File: src/rtl/prc_pkg.sv
// Shared codes for the page rights checker.
// Assumes rights bit order read/write/execute and a 4-bit fault code with 0 = none.
package prc_pkg;
    typedef enum logic [1:0] {
        ACC_PROBE = 2'd0,
        ACC_READ  = 2'd1,
        ACC_WRITE = 2'd2,
        ACC_EXEC  = 2'd3
    } acc_e;

    typedef enum logic [3:0] {
        F_NONE        = 4'd0,
        F_ITLB_MISS   = 4'd1,
        F_DTLB_MISS   = 4'd2,
        F_PID_WRITE   = 4'd3,
        F_INSN_PROT   = 4'd4,
        F_DATA_RIGHTS = 4'd5,
        F_DIRTY       = 4'd6,
        F_BREAK       = 4'd7,
        F_PAGE_REF    = 4'd8
    } fault_e;

    localparam int RB_READ  = 0;
    localparam int RB_WRITE = 1;
    localparam int RB_EXEC  = 2;
endpackage

File: src/rtl/prc_fault_chain.sv
// Resolves the final rights mask and fault code.
// Assumes base rights and key match are already computed; the order of stages sets priority.
module prc_fault_chain (
    input  logic       xlat_off,
    input  logic       hit,
    input  logic [1:0] acc,
    input  logic [2:0] base,
    input  logic       pid_hit,
    input  logic       dirty,
    input  logic       brk,
    input  logic       refb,
    output logic [2:0] rights,
    output logic [3:0] fault
);
    import prc_pkg::*;

    logic [2:0] req;
    logic       is_wr, is_ex;

    // Decode the requested right
    always_comb begin
        is_wr = (acc == ACC_WRITE);
        is_ex = (acc == ACC_EXEC);
        case (acc)
            ACC_READ:  req = 3'b001;
            ACC_WRITE: req = 3'b010;
            ACC_EXEC:  req = 3'b100;
            default:   req = 3'b000;
        endcase
    end

    // Staged checks; each later stage may override the earlier fault
    always_comb begin
        rights = '0;
        fault  = F_NONE;
        if (xlat_off) begin
            rights = 3'b111;
        end else if (!hit) begin
            fault = is_ex ? F_ITLB_MISS : F_DTLB_MISS;
        end else begin
            rights = base;
            if (pid_hit) begin
                rights[RB_WRITE] = 1'b0;
                if (is_wr) fault = F_PID_WRITE;
            end
            if (fault == F_NONE && acc != ACC_PROBE) begin
                if ((rights & req) == 3'b000) begin
                    fault = is_ex ? F_INSN_PROT : F_DATA_RIGHTS;
                end else begin
                    if (!dirty) begin
                        if (is_wr) fault = F_DIRTY;
                        rights[RB_WRITE] = 1'b0;
                    end
                    if (brk) begin
                        if (is_wr) fault = F_BREAK;
                        rights[RB_WRITE] = 1'b0;
                    end
                    if (refb) begin
                        if (!is_ex) fault = F_PAGE_REF;
                        rights = rights & 3'b100;
                    end
                end
            end
        end
    end
endmodule

File: config.mk
export PLATFORM = sky130hd
export DESIGN_NAME = prc_fault_chain
export DESIGN_NICKNAME = d
export VERILOG_FILES = /design/src/rtl/prc_pkg.sv /design/src/rtl/prc_fault_chain.sv
export SDC_FILE = /design/constraint.sdc
export NUM_CORES = 1
export LEC_CHECK = 0
export BUFFER_PORTS_ARGS = -buffer_cell sky130_fd_sc_hd__buf_2
export CAP_MARGIN = 30
export CORE_AREA = 3 3 40 42
export DETAILED_ROUTE_END_ITERATION = 16
export DIE_AREA = 0 0 43 45
export PLACE_DENSITY = 0.46
export SETUP_SLACK_MARGIN = 0.05
export SLEW_MARGIN = 20
export SYNTH_ARGS = -nofsm -noshare
export SYNTH_HDL_FRONTEND = slang
export SYNTH_SLANG_ARGS = --single-unit
File: constraint.sdc
create_clock -name vclk -period 1.3
set_clock_uncertainty 0.2 [all_clocks]
set_input_delay 0.065 -clock vclk [all_inputs]
set_output_delay 0.065 -clock vclk [all_outputs]
set_load 0.05 [all_outputs]
After elaboration in Yosys (flattened, before gate mapping)
Cells that the tools add are included.
Cells by class
  equality and inequality tests: 3
  muxes and demuxes: 27
  bitwise gates (word level): 1
  reductions and logical operators: 4
Operators with widths (number)
  $mux W4: 12
  $mux W2: 6
  $pmux W3 S3: 1
  $mux W1: 6
  $mux W3: 2
  $eq A2 B2 Y1 const B: 2
  $logic_not A4 Y1: 1
  $and A3 B3 Y3: 1
  $logic_not A3 Y1: 1
  $eq A2 B1 Y1 const B: 1
  $reduce_bool A2 Y1: 1
  $logic_and A1 B1 Y1: 1
Word-level totals
  register bits: 0
  input bits: 11
  output and inout port bits: 7
  word-level logic and storage cells: 35

Longest topological paths before layout
Gate-level depths: netlist of the first run.
  depth after elaboration: 15
  gate-level depth with buffers: 4
  depth with buffers taken out: 3

Worst setup path before layout of the first run
Ideal clock, no wire load.
  path type: input to output
  start point: input port acc[0]
  end point: output port fault[1]
  data arrival time: 1.633 ns
  required time: 1.035 ns
  setup slack: -0.598 ns
  cell stages on the path: 4
  cell sequence: buf_2 > nor3b_4 > a32oi_1 > a2111oi_2
On the way
  word-level cells in the longest chain between the ends: 15
  elaborated cells on any way between the ends: 24
Ends and longest elaborated chain
  start: declaration: line prc_fault_chain.sv:6  | input logic [1:0] acc,
  $eq A2 B2 Y1: line prc_fault_chain.sv:22, prc_fault_chain.sv:24
  $mux W2: line prc_fault_chain.sv:44  | if (is_wr) fault = F_PID_WRITE;
  $mux W2: line prc_fault_chain.sv:42  | if (pid_hit) begin
  $mux W4: line prc_fault_chain.sv:38  | end else if (!hit) begin
  $mux W4: line prc_fault_chain.sv:36  | if (xlat_off) begin
  $mux W4: line prc_fault_chain.sv:51  | if (is_wr) fault = F_DIRTY;
  $mux W4: line prc_fault_chain.sv:50  | if (!dirty) begin
  $mux W4: line prc_fault_chain.sv:55  | if (is_wr) fault = F_BREAK;
  $mux W4: line prc_fault_chain.sv:54  | if (brk) begin
  $mux W4: line prc_fault_chain.sv:59  | if (!is_ex) fault = F_PAGE_REF;
  $mux W4: line prc_fault_chain.sv:58  | if (refb) begin
  $mux W4: line prc_fault_chain.sv:47  | if ((rights & req) == 3'b000) begin
  $mux W4: line prc_fault_chain.sv:46  | if (fault == F_NONE && acc != ACC_PROBE) begin
  $mux W4 *: line prc_fault_chain.sv:38
  $mux W4 *: line prc_fault_chain.sv:36
  end: declaration: line prc_fault_chain.sv:13  | output logic [3:0] fault
Every way passes the cells marked *; elsewhere a longest branch is shown, timed or not. The select of a mux whose other input is x is not followed.

Final worst setup path of the first run
  start point: input port acc[1]
  end point: output port rights[0]
On the way
  word-level cells in the longest chain between the ends: 10
  elaborated cells on any way between the ends: 17
Ends and longest elaborated chain
  $eq A2 B2 Y1: line prc_fault_chain.sv:22, prc_fault_chain.sv:24
  $mux W2: line prc_fault_chain.sv:44
  $mux W2: line prc_fault_chain.sv:42
  $mux W4: line prc_fault_chain.sv:38
  $mux W4: line prc_fault_chain.sv:36
  $logic_not A4 Y1: line prc_fault_chain.sv:46
  $logic_and A1 B1 Y1: line prc_fault_chain.sv:46
  $mux W2 *: line prc_fault_chain.sv:46
  $mux W3 *: line prc_fault_chain.sv:38
  $mux W3 *: line prc_fault_chain.sv:36
  end: declaration: line prc_fault_chain.sv:12  | output logic [2:0] rights,
Marks and branches as above.

==> results of run 1 <==
## synth_stat cells
cell,instances
a2111oi_2,1
a21o_1,2
a21oi_1,2
a22o_1,1
a31oi_1,3
a32oi_1,1
and2b_1,1
and4_1,1
buf_2,1
buf_6,1
clkbuf_1,1
inv_1,1
mux2_2,1
nand2_1,6
nand2b_1,1
nand3b_1,1
nand4b_1,1
nor2_1,2
nor2b_1,3
nor3b_1,1
nor3b_4,1
o2111ai_1,1
o21ai_0,2
o21ai_1,1
## layout make-up
| type | count | area share, % |
|---|---|---|
| multi-input cells | 33 | 54.9 |
| repair buffers | 30 | 41.1 |
| well taps | 15 | 3.28 |
| inverters | 1 | 0.656 |
## how the worst max path moves through the flow
stage	from	endpoint	slack [ns]	cells after the start
2_1_floorplan	acc[0]	fault[1]	-0.11	4
3_3_place_gp	acc[1]	fault[0]	-0.25	5
3_5_place_dp	acc[1]	fault[0]	-0.26	5
4_1_cts	acc[1]	rights[0]	-0.06	5
5_1_grt	pid_hit	fault[1]	-0.09	6
6_report	acc[1]	rights[0]	-0.05	5
## layout by cell type (no fill, tap or decap), drive strengths merged
| cell type | n |
|---|---|
| a2111oi | 1 |
| a21o | 2 |
| a21oi | 2 |
| a22o | 1 |
| a31oi | 3 |
| a32oi | 1 |
| and2b | 1 |
| and4 | 1 |
| buf | 30 |
| inv | 1 |
| mux2 | 1 |
| nand2 | 6 |
| nand2b | 1 |
| nand3b | 1 |
| nand4b | 1 |
| nor2 | 2 |
| nor2b | 3 |
| nor3b | 2 |
| o2111ai | 1 |
| o21ai | 3 |
## metal layers
metal	share of wire (%)	track usage, %	wire length [um]
met1	42	11.4	371
met3	5.4	0	48
met5	0	0	0
met4	0	0	0
met2	53	19.8	472
## cell families after synthesis
kind of cell           synth area share (%)
AND/OR/NAND/NOR                        45.7
multiplexers                           4.52
AO/OA/AOI/OAI                          40.2
buffers and inverters                  9.54
## metrics by stage
| step | setup TNS [ns] | hold slack (ns) | cells |
|---|---|---|---|
| floorplan | -0.277 | -0.00251 | 37 |
| global placement | -1.20 | 0.356 | 79 |
| detailed placement | -1.24 | 0.350 | 79 |
| CTS | -0.211 | 0.297 | 79 |
| global route | -0.393 | 0.326 | 79 |
| finish | -0.209 | 0.289 | 79 |
## power by group through the flow
stage          clock network [mW]  logic (mW)  registers, mW
6_report                        0       0.230              0
5_1_grt                         0       0.244              0
4_1_cts                         0       0.231              0
3_5_place_dp                    0       0.205              0
3_3_place_gp                    0       0.204              0
2_1_floorplan                   0       0.138              0
## timing repair
item                                   in CTS  in global routing
setup endpoints to repair                   6                  6
resized for setup                          17                  2
endpoints found under the hold margin       0                  0
pin swaps                                   5                  2
==> results.md, run 1 <==
- Status: finished with violations
- Violated checks: negative setup slack
- Largest net degree at the start of global routing: 11
- Nets: 77
- Max Cap Violations: 0
- Pre-CTS WS: -0.261 ns
- DR vias: 380
- Unrepaired setup endpoints after global routing: true
- Final setup fails: 6
- Fill count: 125
- Library cells used by synthesis: 24
- Core area: 0.00128 mm^2
- Final ANT Viol Nets: 0
- Hold buffers post-CTS: 0
- Max-Slew Margin vs Limit: 77.5%
- LEAKAGE: 0.246 nW
- Mean post-synth cell area: 6.73 um^2
- Syn nets: 48
- PortBufs: 18
- Cells after Synth: 37
- 1st-pass router iterations: 1
- NetSw: 0.127 mW
- Minimum clock period: 1.35 ns
- Worst slew pin tran: 0.337 ns
- PwrDens: 402 mW/mm^2
- Cells along the critical path: buf_8, mux2_4, a22o_4, a31oi_4, buf_6
- Part of the power in combinational logic: 100.0%
- First-pass GRT wire length: 1480 um
- Reg power frac: 0%
- Chip width: 43 um
- Critical path required time: 1.03 ns
- Die height: 45 um
- Worst setup EP type: output port
- Row count: 13
- Initial core utilization: 19.4%
- Worst Hold Path Cells: 3
- Initial antenna violation count: 0
- First DRT Iteration DRCs: 0
- DRT Wirelength: 892 um
- Multi-input gate area: 314 um^2
- Critical path fanouts, max: 5
- ANT cells: 0
- Class of the most critical setup path: primary input to output port
- Worst vdd ir: 0.120 mV
- Num sequential: 0
- DP HPWL: 767 um
- Hold Crit Class: primary input to output port
- CP Buf/Inv Count: 2
- Max Freq: 743 MHz
- Design area: 572 um^2
- Final worst-path setup slack: -0.0453 ns
- Fin crit share: 103%
- Layout overhead on the synthesized area: 130%
- Setup crit start kind: primary input
- Hold path start: xlat_off
- Gr usage total: 9.45%
- Area after DPL: 504 um^2
- Internal: 0.103 mW
- # DRC: 0
- CP max-delay cell: a22o_4
- Hold path endpoint: fault[1]
- GRT Residual Overflow: 0
- Switch share: 55.1%
- DIE AREA: 0.00194 mm^2
- Postcts setup bufs: 0
- Vias in the first global route: 359
- Cell taking the most area after synthesis: nand2_1
- Gpl congestion: 0.790
- Top cells by area, synth: nand2_1 9.0%, a31oi_1 7.5%, nor2b_1 7.5%, nor3b_4 7.5%, a2111oi_2 6.0%
- CP top delay family: compound AO/OA/AOI/OAI gates
- Slew Viols, Final: 0
- Sequential Area: 0 um^2
- Clock group share of total power: 0%
- Vias per cell: 4.81
- # clk buffers: 0
- Final Hold Fails: 0
- # IOs: 18
- Yosys top cell area share: 9.05%
- Routed length per placed instance: 11.3 um
- Overall power: 0.230 mW
- Ys Warns: 0
- Utilization after layout: 44.5%
- Critical path's largest stage delay: 0.31 ns
- Share of layout cells above drive strength 1: 64.1%
- Register area share after synthesis: 0%
- WP data arrival: 1.08 ns
- Post-synthesis cell area: 249 um^2
(Power assumes the default switching activity.)
==> run 2: changes to the inputs <==
--- a/config.mk
+++ b/config.mk
@@ -11,6 +11,7 @@
 export DETAILED_ROUTE_END_ITERATION = 16
 export DIE_AREA = 0 0 43 45
 export PLACE_DENSITY = 0.46
+export REMOVE_ABC_BUFFERS = 1
 export SETUP_SLACK_MARGIN = 0.05
 export SLEW_MARGIN = 20
 export SYNTH_ARGS = -nofsm -noshare
==> run 2 against run 1 <==
  * The run still ends with negative setup slack left
  * Largest cell class unchanged
  * Worst setup slack lost 0.021 ns
  * Critical path type unchanged
  * Sequential share of layout area is the same
  * Highest routed layer unchanged
  * Die area is the same
==> results.md, run 2 (synthesis results as in run 1) <==
- Largest net degree at the start of global routing: 10
- Overall power: 0.194 mW
- Critical path origin: acc[1]
- WP data arrival: 1.10 ns
- Sequential Area: 0 um^2
- Critical path required time: 1.03 ns
- DIE AREA: 0.00194 mm^2
- # clk buffers: 0
- # DRC: 0
- Die height: 45 um
- Violated checks: negative setup slack
- Initial core utilization: 19.4%
- Hold path start: xlat_off
- Chip width: 43 um
- Utilization after layout: 36.7%
- Max Cap Violations: 0
- Num sequential: 0
- Final worst-path setup slack: -0.0660 ns
- Class of the most critical setup path: primary input to output port
- Minimum clock period: 1.37 ns
- Worst vdd ir: 0.190 mV
- Final setup fails: 5
- Max-Slew Margin vs Limit: 82.6%
- Vias in the first global route: 311
- Status: finished with violations
- Nets: 75
- Fill count: 125
- ANT cells: 0
- Core area: 0.00128 mm^2
- Setup crit start kind: primary input
- 1st-pass router iterations: 4
- Row count: 13
- Worst setup EP type: output port
- PortBufs: 18
- First-pass GRT wire length: 1480 um
- LEAKAGE: 0.225 nW
- Max Freq: 732 MHz
- Critical path fanouts, max: 5
- Slew Viols, Final: 0
- Routed length per placed instance: 11.6 um
- Worst slew pin tran: 0.261 ns
- Most frequent cells in the layout: 12 x buf_4, 11 x buf_2, 5 x nand2_1
- First DRT Iteration DRCs: 10
- Initial antenna violation count: 0
- DR vias: 352
- # IOs: 18
- Gpl congestion: 0.804
- Unrepaired setup endpoints after global routing: true
- Hold Crit Class: primary input to output port
- Layout overhead on the synthesized area: 89.4%
- Vias per cell: 4.57
- Fin crit share: 105%
- Gr usage total: 9.54%
- DRT Wirelength: 895 um
- Final Hold Fails: 0
- Most common cell after layout, fill and taps aside: buf_4
- Share of layout cells above drive strength 1: 56.5%
- GRT Residual Overflow: 0
- PwrDens: 411 mW/mm^2
- DP HPWL: 661 um
- Multi-input gate area: 244 um^2
- Final ANT Viol Nets: 0
==> run 2: changes by cell type in the layout (fill, tap and decap cells not counted), moves of 2 or more <==
cell | previous run | this run
a31oi_1 | 1 | 3
a31oi_4 | 2 | 0
buf_6 | 6 | 4
o21ai_1 | 0 | 2
==> run 2: power breakdown <==
part	internal [mW]	switching, mW
sequential	0	0
combinational	0.0849	0.109
clock	0	0
==> run 2: final timing paths <==
check / end / slack (ns) / depth (start not counted)
hold / removal: fault[1] / 0.31 / 3
setup / recovery: fault[0] / -0.07 / 5
==> run 2: layout make-up <==
class              count  area share [%]
repair buffers        28            43.5
well taps             15            3.98
inverters              1           0.796
multi-input cells     33            51.7
==> run 2: layer usage <==
| layer | up-vias | global-route usage [%] | wire (um) |
|---|---|---|---|
| met4 | 0 | 0 | 0 |
| met1 | 155 | 12.4 | 387 |
| met3 | 0 | 0.398 | 27 |
| li1 | 190 | - | - |
| met5 | - | 0 | 0 |
| met2 | 7 | 18.6 | 479 |
==> run 2: stage by stage <==
stage / setup WS, ns / hold slack [ns] / TNS (ns) / instance area [um^2] / instances
after floorplan: -0.503 / 0.0233 / -2.10 / 229 / 34
after global placement: -0.203 / 0.319 / -1.03 / 405 / 76
after detailed placement: -0.188 / 0.317 / -1.02 / 405 / 76
after CTS: -0.0644 / 0.308 / -0.217 / 462 / 77
after global routing: -0.0826 / 0.330 / -0.371 / 472 / 77
final: -0.0660 / 0.306 / -0.187 / 472 / 77
==> run 2: timing repair <==
item / in CTS / in global routing
resized for setup: 15 / 3
setup endpoints to repair: 6 / 6
hold buffers: 0 / 0
pin swaps: 6 / 2
buffers inserted: 1 / 0
==> run 2: worst max-delay path, stage by stage <==
cell and delay (ns):
buf_8 0.10, mux2_4 0.29, a22o_4 0.26, a31oi_1 0.16, buf_4 0.22
